$ cat src/rtl/wcap_pkg.sv
package wcap_pkg;

    typedef enum logic [1:0] {
        ST_HOLD   = 2'd0,
        ST_COUNT  = 2'd1,
        ST_SAMPLE = 2'd2
    } wcap_state_e;

    typedef enum logic [1:0] {
        SRC_PWR  = 2'b00,
        SRC_BOTH = 2'b01,
        SRC_CH1  = 2'b10,
        SRC_CH2  = 2'b11
    } wcap_src_e;

endpackage

$ cat src/rtl/wcap_rate_div.sv
module wcap_rate_div #(
    parameter int BASE_LOG2 = 7,
    parameter int RATE_W    = 2
) (
    input  logic              clk,
    input  logic              rst,
    input  logic              clr,
    input  logic [RATE_W-1:0] rate,
    output logic              tick
);
    localparam int CNT_W = BASE_LOG2 + (1 << RATE_W) - 1;

    logic [CNT_W-1:0] cnt;
    logic [CNT_W-1:0] lim;

    // terminal count = (2^(BASE_LOG2+rate)) - 1 : a run of ones
    always_comb begin
        for (int i = 0; i < CNT_W; i++) begin
            lim[i] = (i < (BASE_LOG2 + int'(rate)));
        end
    end

    assign tick = !clr && (cnt == lim);

    always_ff @(posedge clk) begin
        if (rst || clr || tick) begin
            cnt <= '0;
        end else begin
            cnt <= cnt + 1'b1;
        end
    end

endmodule

$ cat src/rtl/wcap_src_mux.sv
module wcap_src_mux
    import wcap_pkg::*;
#(
    parameter int CH_W  = 20,
    parameter int PWR_W = 24
) (
    input  logic [1:0]        src,
    input  logic [CH_W-1:0]   ch1,
    input  logic [CH_W-1:0]   ch2,
    input  logic [PWR_W-1:0]  pwr,
    output logic [2*CH_W-1:0] sample
);
    localparam int WAVE_W = 2 * CH_W;

    logic [WAVE_W-1:0] pwr_wide;
    logic [WAVE_W-1:0] ch1_wide;
    logic [WAVE_W-1:0] ch2_wide;

    generate
        if (PWR_W >= WAVE_W) begin : g_pwr_trunc
            assign pwr_wide = pwr[WAVE_W-1:0];
        end else begin : g_pwr_sext
            assign pwr_wide = {{(WAVE_W-PWR_W){pwr[PWR_W-1]}}, pwr};
        end
    endgenerate

    assign ch1_wide = {{CH_W{ch1[CH_W-1]}}, ch1};
    assign ch2_wide = {{CH_W{ch2[CH_W-1]}}, ch2};

    always_comb begin
        unique case (wcap_src_e'(src))
            SRC_PWR:  sample = pwr_wide;
            SRC_BOTH: sample = {ch1, ch2};
            SRC_CH1:  sample = ch1_wide;
            SRC_CH2:  sample = ch2_wide;
            default:  sample = '0;
        endcase
    end

endmodule

$ cat src/rtl/wcap_wave_capture.sv
module wcap_wave_capture
    import wcap_pkg::*;
#(
    parameter int CH_W      = 20,
    parameter int PWR_W     = 24,
    parameter int BASE_LOG2 = 7
) (
    input  logic              clk,
    input  logic              rst,
    input  logic              smp_en,
    input  logic [1:0]        src_sel,
    input  logic [1:0]        rate_sel,
    input  logic [CH_W-1:0]   ch1_smp,
    input  logic [CH_W-1:0]   ch2_smp,
    input  logic [PWR_W-1:0]  pwr_lpf,
    output logic [2*CH_W-1:0] wave_q,
    output logic              wave_new
);
    localparam int WAVE_W = 2 * CH_W;
    localparam int RATE_W = 2;

    wcap_state_e       state_q, state_d;
    logic [RATE_W-1:0] rate_q;
    logic              rate_chg;
    logic              div_clr;
    logic              div_tick;
    logic [WAVE_W-1:0] sample;

    // a rate code differing from the one last seen restarts the interval
    assign rate_chg = (rate_sel != rate_q);
    assign div_clr  = !smp_en || rate_chg;

    always_ff @(posedge clk) begin
        if (rst) begin
            rate_q <= '0;
        end else begin
            rate_q <= rate_sel;
        end
    end

    wcap_rate_div #(
        .BASE_LOG2 (BASE_LOG2),
        .RATE_W    (RATE_W)
    ) u_div (
        .clk  (clk),
        .rst  (rst),
        .clr  (div_clr),
        .rate (rate_q),
        .tick (div_tick)
    );

    wcap_src_mux #(
        .CH_W  (CH_W),
        .PWR_W (PWR_W)
    ) u_mux (
        .src    (src_sel),
        .ch1    (ch1_smp),
        .ch2    (ch2_smp),
        .pwr    (pwr_lpf),
        .sample (sample)
    );

    // state register
    always_ff @(posedge clk) begin
        if (rst) begin
            state_q <= ST_HOLD;
        end else begin
            state_q <= state_d;
        end
    end

    // transitions
    always_comb begin
        state_d = state_q;
        unique case (state_q)
            ST_HOLD: begin
                if (smp_en) state_d = ST_COUNT;
            end
            ST_COUNT, ST_SAMPLE: begin
                if (!smp_en)       state_d = ST_HOLD;
                else if (div_tick) state_d = ST_SAMPLE;
                else               state_d = ST_COUNT;
            end
            default: state_d = ST_HOLD;
        endcase
    end

    // outputs
    assign wave_new = (state_q == ST_SAMPLE);

    always_ff @(posedge clk) begin
        if (rst) begin
            wave_q <= '0;
        end else if (state_d == ST_SAMPLE) begin
            wave_q <= sample;
        end
    end

endmodule

$ cat config.mk
export PLATFORM = sky130hd
export DESIGN_NAME = wcap_wave_capture
export DESIGN_NICKNAME = d
export VERILOG_FILES = /design/src/rtl/wcap_pkg.sv /design/src/rtl/wcap_rate_div.sv /design/src/rtl/wcap_src_mux.sv /design/src/rtl/wcap_wave_capture.sv
export SDC_FILE = /design/constraint.sdc
export NUM_CORES = 1
export LEC_CHECK = 0
export ABC_CLOCK_PERIOD_IN_PS = 4800
export CORE_UTILIZATION = 50
export CTS_CLUSTER_DIAMETER = 80
export DETAILED_ROUTE_END_ITERATION = 10
export PLACE_DENSITY = 0.86
export SKIP_LAST_GASP = 1
export SLEW_MARGIN = 10
export SYNTH_ARGS = -nofsm -noshare
export SYNTH_HDL_FRONTEND = slang
export SYNTH_HIERARCHICAL = 1
export SYNTH_SLANG_ARGS = --single-unit
$ cat constraint.sdc
create_clock -name clk -period 4.8 [get_ports clk]
set_clock_uncertainty 0.1 [all_clocks]
set_input_delay 0.48 -clock clk [delete_from_list [all_inputs] [get_ports clk]]
set_output_delay 0.48 -clock clk [all_outputs]
set_load 0.02 [all_outputs]
==> results of run 1 <==
critical path: cells and delay by family:
kind | cells | cell delay (ns)
xor gates and xnor gates | 1 | 0.13
muxes | 1 | 0.27
and+or+nand+nor | 6 | 1.23
buffers and inverters | 2 | 1.06
per-layer routing:
metal	part of all wire, %	wire (um)
met5	0	0
met4	1.7	131
met3	4.4	348
met2	49	3888
met1	45	3563
logic make-up (layout without fill, tap and decap cells):
family,Yosys count,after routing,share of synthesized area (%)
AO/OA/AOI/OAI,27,27,5.009
XOR/XNOR,12,12,3.049
buffers and inverters,33,125,7.187
AND/OR/NAND/NOR,134,134,21.71
flip-flops,54,54,31.36
adder cells (fa/ha/maj),4,4,1.452
multiplexers,98,98,30.24
worst paths after layout:
kind                                    from      endpoint  slack, ns
worst min register to register  u_div/cnt[0]  u_div/cnt[0]       0.36
worst max register to register     rate_q[1]     wave_q[1]       1.95
worst max-delay path             rate_sel[1]     wave_q[1]       1.76
worst min-delay path            u_div/cnt[0]  u_div/cnt[0]       0.36
power by group through the flow:
| stage | sequential (mW) | clock, mW | combinational (mW) |
|---|---|---|---|
| finish | 0.452 | 0.276 | 0.181 |
| global route | 0.453 | 0.300 | 0.197 |
| CTS | 0.452 | 0.286 | 0.181 |
| detailed placement | 0.463 | 0 | 0.181 |
| global placement | 0.462 | 0 | 0.178 |
| floorplan | 0.462 | 0 | 0.110 |
state kept, by name (all words and copies together), names as in the netlist:
name,flops
state_q,2
wave_q,40
rate_q,2
u_div/cnt,10
stage by stage:
stage	total power, mW	instance area (um2)
final	0.9092	4517
after global routing	0.9502	4517
after CTS	0.9193	4517
after detailed placement	0.6436	4418
after global placement	0.6403	4418
after floorplan	0.5721	3447
cells in the final DEF (no fill, tap or decap):
| master | Yosys | final |
|---|---|---|
| mux4_1 | 3 | 3 |
| nor2b_1 | 2 | 2 |
| buf_4 | 2 | 1 |
| buf_2 | 3 | 3 |
| and3b_1 | 1 | 1 |
| a311o_1 | 1 | 1 |
| nor3_4 | 1 | 1 |
| ha_1 | 4 | 4 |
| nor2_1 | 13 | 13 |
| a21oi_1 | 1 | 1 |
| o21ai_2 | 1 | 1 |
| mux2i_1 | 94 | 94 |
| inv_6 | 0 | 1 |
| xnor2_1 | 9 | 9 |
| xor2_1 | 3 | 3 |
| dfxtp_1 | 54 | 54 |
| nand3b_1 | 1 | 1 |
| a211oi_1 | 1 | 1 |
| a31oi_2 | 1 | 1 |
| nor3_1 | 5 | 5 |
| or3_1 | 1 | 1 |
| nand2b_1 | 80 | 80 |
| inv_1 | 5 | 5 |
| nand3_1 | 5 | 5 |
| clkbuf_8 | 0 | 6 |
| clkinvlp_4 | 0 | 1 |
| o21ai_0 | 7 | 7 |
| o21bai_1 | 1 | 1 |
| o21ai_1 | 13 | 13 |
| o31ai_4 | 1 | 1 |
| clkdlybuf4s50_1 | 0 | 108 |
| and3_2 | 1 | 1 |
| mux2i_4 | 1 | 1 |
| nand2_1 | 24 | 24 |
area by class of cell:
type	count	area (um2)
Timing Repair Buffer	112	1104
Inverter	5	18.77
Tap cell	77	96.34
Fill cell	516	1978
Clock inverter	2	16.27
Multi-Input combinational cell	275	2118
Sequential cell	54	1081
Clock buffer	6	82.58
==> impl_results.md, run 1 <==
- Setup ws final: 1.755 ns
- TritonCTS clock tree: yes
- Register area share after synthesis: 31.36%
- Max Cap Viol: 0
- Critical Setup Path Class: in2reg
- Crit Path Max Fanout: 40
- Routed Antenna Nets: 0
- Core box area: ~0.0065 mm2
- Final hold viol count: 0
- TNS Setup: 0 ns
- Fin util: a little over two thirds
- GR Util met2: roughly 37%
- Synth area leaders: dfxtp_1, mux2i_1, nand2b_1
- Worst path slowest cell: buf_4
- Postcts setup bufs: 0
- Max-Slew Margin vs Limit: 20.96%
- Area delta synth->final: 31.03%
- Post-Syn Area: ~0.0034 mm2
- CP cell instances: clkdlybuf4s50_1, xnor2_1, nand3_1, or3_1, nor3_1, nand3b_1, nand2_1, nor3_4, buf_4, mux2i_1
- Hold depth: 1
- Synthesized area per cell: ~9.5 um2
- RSZ-0062 raised after global routing: false
- Register bit total from synthesis: between 50 and 60
- Post-CTS sizing: 0
- PwrDens: 201.3 mW/mm2
- Period utilisation layout: 63.44%
- CP startpoint kind: input port
- Max-slew violation count: 0
- Syn_nets: 437
- Critical Path Max Stage Delay: roughly 0.56 ns
- Non-filler cells, final: 531
- Dpl hpwl: slightly below 6000 um
- TritonCTS Sinks: 54
- Clock-pin slew on the worst setup and hold paths: 0.10 ns
- Clock root cell: clkbuf_8
- Switching power: 0.2364 mW
- Gr ovfl total: 0
- Setup violators final: 0
- Largest net degree at the start of global routing: between 80 and 90
- Worst min path class: reg2reg
- Logic pwr share: 19.9%
- Post-synth top cells: mux2i_1, nand2b_1, dfxtp_1, nand2_1, clkbuf_1
- Max IR drop VDD: 0.1051 mV
- Top Ports: between 100 and 150
- Cells on worst reg2reg path: 9
- Worst-skew pair later-pin latency: about 0.32 ns
- Data arrival time of the critical path: around 3.2 ns
- Most used routing layer: met2
- Synth area leader: dfxtp_1
- Max Buffers Root-to-Sink: 2
- Critical Path RT: just under 5 ns
- Number of synthesized flops with an enable pin: 0
- CTS buffer count: 5
- PortBufs: approximately 110
- Ys Warns: 6
- Reg power frac: 49.8%
- Post-route minimum period: approximately 3 ns
- Mapped Cells: about 360
- DIE AREA: approximately 0.0072 mm2
- Cells after DPL: between 500 and 600
- Number of global-route vias before repair: ~2600
- Initial antenna violation count: 0
- Clock share of power: a little under a third
- M1 GR Usage: just over 30%
- Tot GR Track Use: between 20% and 30%
- Sw Share: around a quarter
- Pre-antenna DRT Iters: 4
- Via count: roughly 2800
- DRC viols: 0
- Die Ht: ~85 um
- Area share of the largest cell type after synthesis: between 30% and 40%
- Leakage power: approximately 1.7 nW
- Pre-CTS setup slack: roughly 1.4 ns
- DR iter-0 viols: about 140
- WL final: 7931 um
- # rows: 29
- Count leader, synth: mux2i_1
- Routed wire per std cell: about 15 um
- H-tree lvl count: 2
- Critical Path Sink Type: flop
- Ys async rst share: 0%
- Internal: around 0.67 mW
- FMAX: 0.3284 GHz
- Status: complete, no violations
- Worst-Margin Slew: 1.186 ns
- Nets: approximately 530
- Worst hold slack: ~0.36 ns
- DR vias/cell: roughly 5.3
- Top FF cell, synth: dfxtp_1
- M3 GR Usage: under 10%
- First-pass GRT wire length: around 13000 um
- Overall die width: between 80 and 90 um
- Antenna Cells: 0
- Placer congestion estimate: approximately 0.8
- Initial core utilization: between 50% and 60%
- Fraction of layout cells with a size suffix above 1: 3.965%
- Distinct cells, synth: 34
- Hold bufs inserted after CTS: 0
Power figures use the tool's default switching activity.
==> inputs of run 2 (changes only) <==
--- a/config.mk
+++ b/config.mk
@@ -5,11 +5,11 @@
 export SDC_FILE = /design/constraint.sdc
 export NUM_CORES = 1
 export LEC_CHECK = 0
-export ABC_CLOCK_PERIOD_IN_PS = 4800
-export CORE_UTILIZATION = 50
+export ABC_CLOCK_PERIOD_IN_PS = 2600
+export CORE_UTILIZATION = 42
 export CTS_CLUSTER_DIAMETER = 80
 export DETAILED_ROUTE_END_ITERATION = 10
-export PLACE_DENSITY = 0.86
+export PLACE_DENSITY = 0.77
 export SKIP_LAST_GASP = 1
 export SLEW_MARGIN = 10
 export SYNTH_ARGS = -nofsm -noshare
==> constraint.sdc (replaced) <==
create_clock -name clk -period 2.6 [get_ports clk]
set_clock_uncertainty 0.1 [all_clocks]
set_input_delay 0.26 -clock clk [delete_from_list [all_inputs] [get_ports clk]]
set_output_delay 0.26 -clock clk [all_outputs]
set_load 0.02 [all_outputs]
==> impl_results.md, run 2 (same netlist as run 1, synthesis figures left out) <==
- Status: complete, no violations
- Post-route minimum period: approximately 2.4 ns
- CTS buffer count: 5 (unchanged)
- # rows: 32 (+10%)
- Worst-Margin Slew: 0.7379 ns (-0.4477 ns)
- Max-slew violation count: 0 (unchanged)
- Number of global-route vias before repair: 2778 (+6.4%)
- Core box area: 0.007848 mm2 (+21%)
- Top Ports: 112 (unchanged)
- Pre-antenna DRT Iters: 4 (unchanged)
- Overall die width: 92.60 um (+8.9%)
- Max Cap Viol: 0 (unchanged)
- TritonCTS clock tree: yes
- Worst hold slack: 0.3426 ns (-0.01624 ns)
- Clock root cell: clkbuf_8
- DIE AREA: 0.008574 mm2 (+19%)
- Leakage power: 1.745 nW (+5.2%)
- Period utilisation layout: between 90 and 100%
- Commonest non-fill, non-tap cell in the layout: clkdlybuf4s50_1
- CP startpoint kind: input port
- Final hold viol count: 0 (unchanged)
- Data arrival time of the critical path: 2.55 ns (-0.63 ns)
- Pre-CTS setup slack: -0.1805 ns (-1.588 ns)
- Setup violators final: 0 (unchanged)
- First-pass GRT wire length: 13450 um (+4.3%)
- Initial antenna violation count: 0 (unchanged)
- Placer congestion estimate: 0.8225 (+3.0%)
- Gr ovfl total: 0 (unchanged)
- Clock-pin slew on the worst setup and hold paths: 0.10 ns (about the same)
- Max-Slew Margin vs Limit: 50.81% (+30 points)
- Antenna Cells: 0 (unchanged)
- Max Buffers Root-to-Sink: 2 (unchanged)
- Routed Antenna Nets: 0 (unchanged)
- Initial core utilization: 43.93% (-9.1 points)
- Regs by FF count: wave_q (40), u_div/cnt (10)
- Max IR drop VDD: 0.2392 mV (+130%)
- Max FFs per register: 40 (unchanged)
- Area delta synth->final: 37.53%
- PwrDens: 369.8 mW/mm2 (+84%)
- Worst min path class: in2reg
- Dpl hpwl: 6374 um (+9.1%)
- Critical Setup Path Class: in2reg
- DRC viols: 0 (unchanged)
- Fraction of layout cells with a size suffix above 1: 7.281% (+3.3 points)
- Crit Path Max Fanout: 20 (-50%)
- Placed Area: 0.004549 mm2 (+3.0%)
- Critical Path RT: 2.74 ns (-2.20 ns)
- Via count: 2820 (+0.82%)
- WL final: 8599 um (+8.4%)
- FMAX: between 0.4 and 0.5 GHz
- Setup ws final: 0.1865 ns (-1.569 ns)
- Post-layout instance area: 0.004741 mm2 (+5.0%)
- Die Ht: 92.60 um (+8.9%)
- Reg with most FFs: wave_q
- Most frequent cells in the layout: clkdlybuf4s50_1, mux2i_1, nand2b_1
- RSZ-0062 raised after global routing: false
- PortBufs: 111 (unchanged)
- Tot GR Track Use: 19.91% (-2.6 points)
- Critical Path Sink Type: flop
- Routed wire per std cell: 15.11 um (+1.2%)
- R2r setup slk: 0.22 ns (-1.73 ns)
- Nets: 541 (+2.5%)
- DR iter-0 viols: 80 (-44%)
- TritonCTS Sinks: 54 (unchanged)
- Cells after DPL: 558 (+6.7%)
- Largest net degree at the start of global routing: 48 (-44%)
- DR vias/cell: 4.956 (-5.9%)
- Non-filler cells, final: 569 (+7.2%)
- H-tree lvl count: 2 (unchanged)
- Worst-skew pair later-pin latency: 0.31 ns (about the same)
==> run 2: cell type report <==
class | instances | area (um2)
clock buffers | 5 | 68.82
clock inverters | 3 | 45.04
fillers | 684 | 3107
inverters | 5 | 18.77
multi-input cells | 275 | 2123
flip-flops and latches | 54 | 1084
well taps | 102 | 127.6
repair buffers | 125 | 1274
==> run 2: report_power, final <==
part | switching, mW | internal [mW]
Clock | 0.287 | 0.287
Combinational | 0.145 | 0.198
Sequential | 0.00471 | 0.831
==> run 2: path summary, 6_finish.rpt <==
kind / from / end / cells after the start
worst max-delay path: rate_sel[0] / wave_q[36] / 11
worst min-delay path: rst / rate_q[0] / 2
worst max register to register: rate_q[1] / wave_q[36] / 10
worst min register to register: u_div/cnt[0] / u_div/cnt[0] / 1
==> run 2: stage by stage <==
stage | utilization, % | TNS, ns | power [mW]
finish | 60.41 | 0 | 1.753
global route | 60.41 | 0 | 1.831
CTS | 59.42 | 0 | 1.770
detailed placement | 57.97 | -6.150 | 1.197
global placement | 57.97 | -3.147 | 1.193
floorplan | - | 0 | 1.056
==> run 2: routing by layer <==
metal | vias up | global-route usage (%) | share of wire, %
met4 | 0 | 5.990 | 1.6
met3 | 10 | 3.202 | 3.8
met5 | - | 0 | 0
met2 | 84 | 33.95 | 48
li1 | 1428 | - | -
met1 | 1298 | 25.70 | 46
==> run 2: timing repair <==
item / CTS / global route
gates resized for setup: 0 / 3
hold endpoints to repair: 0 / 0
hold buffers: 0 / 0
endpoints found under the setup margin: 0 / 40
buffers inserted: 0 / 1
==> run 2: worst max-delay path, stage by stage <==
cell and delay, ns:
clkdlybuf4s50_1 0.50, xnor2_1 0.12, nand3_1 0.11, or3_1 0.39, nor3_2 0.18, buf_4 0.13
a31oi_2 0.10, nor3_4 0.21, buf_12 0.14, clkbuf_16 0.21, mux2i_1 0.19
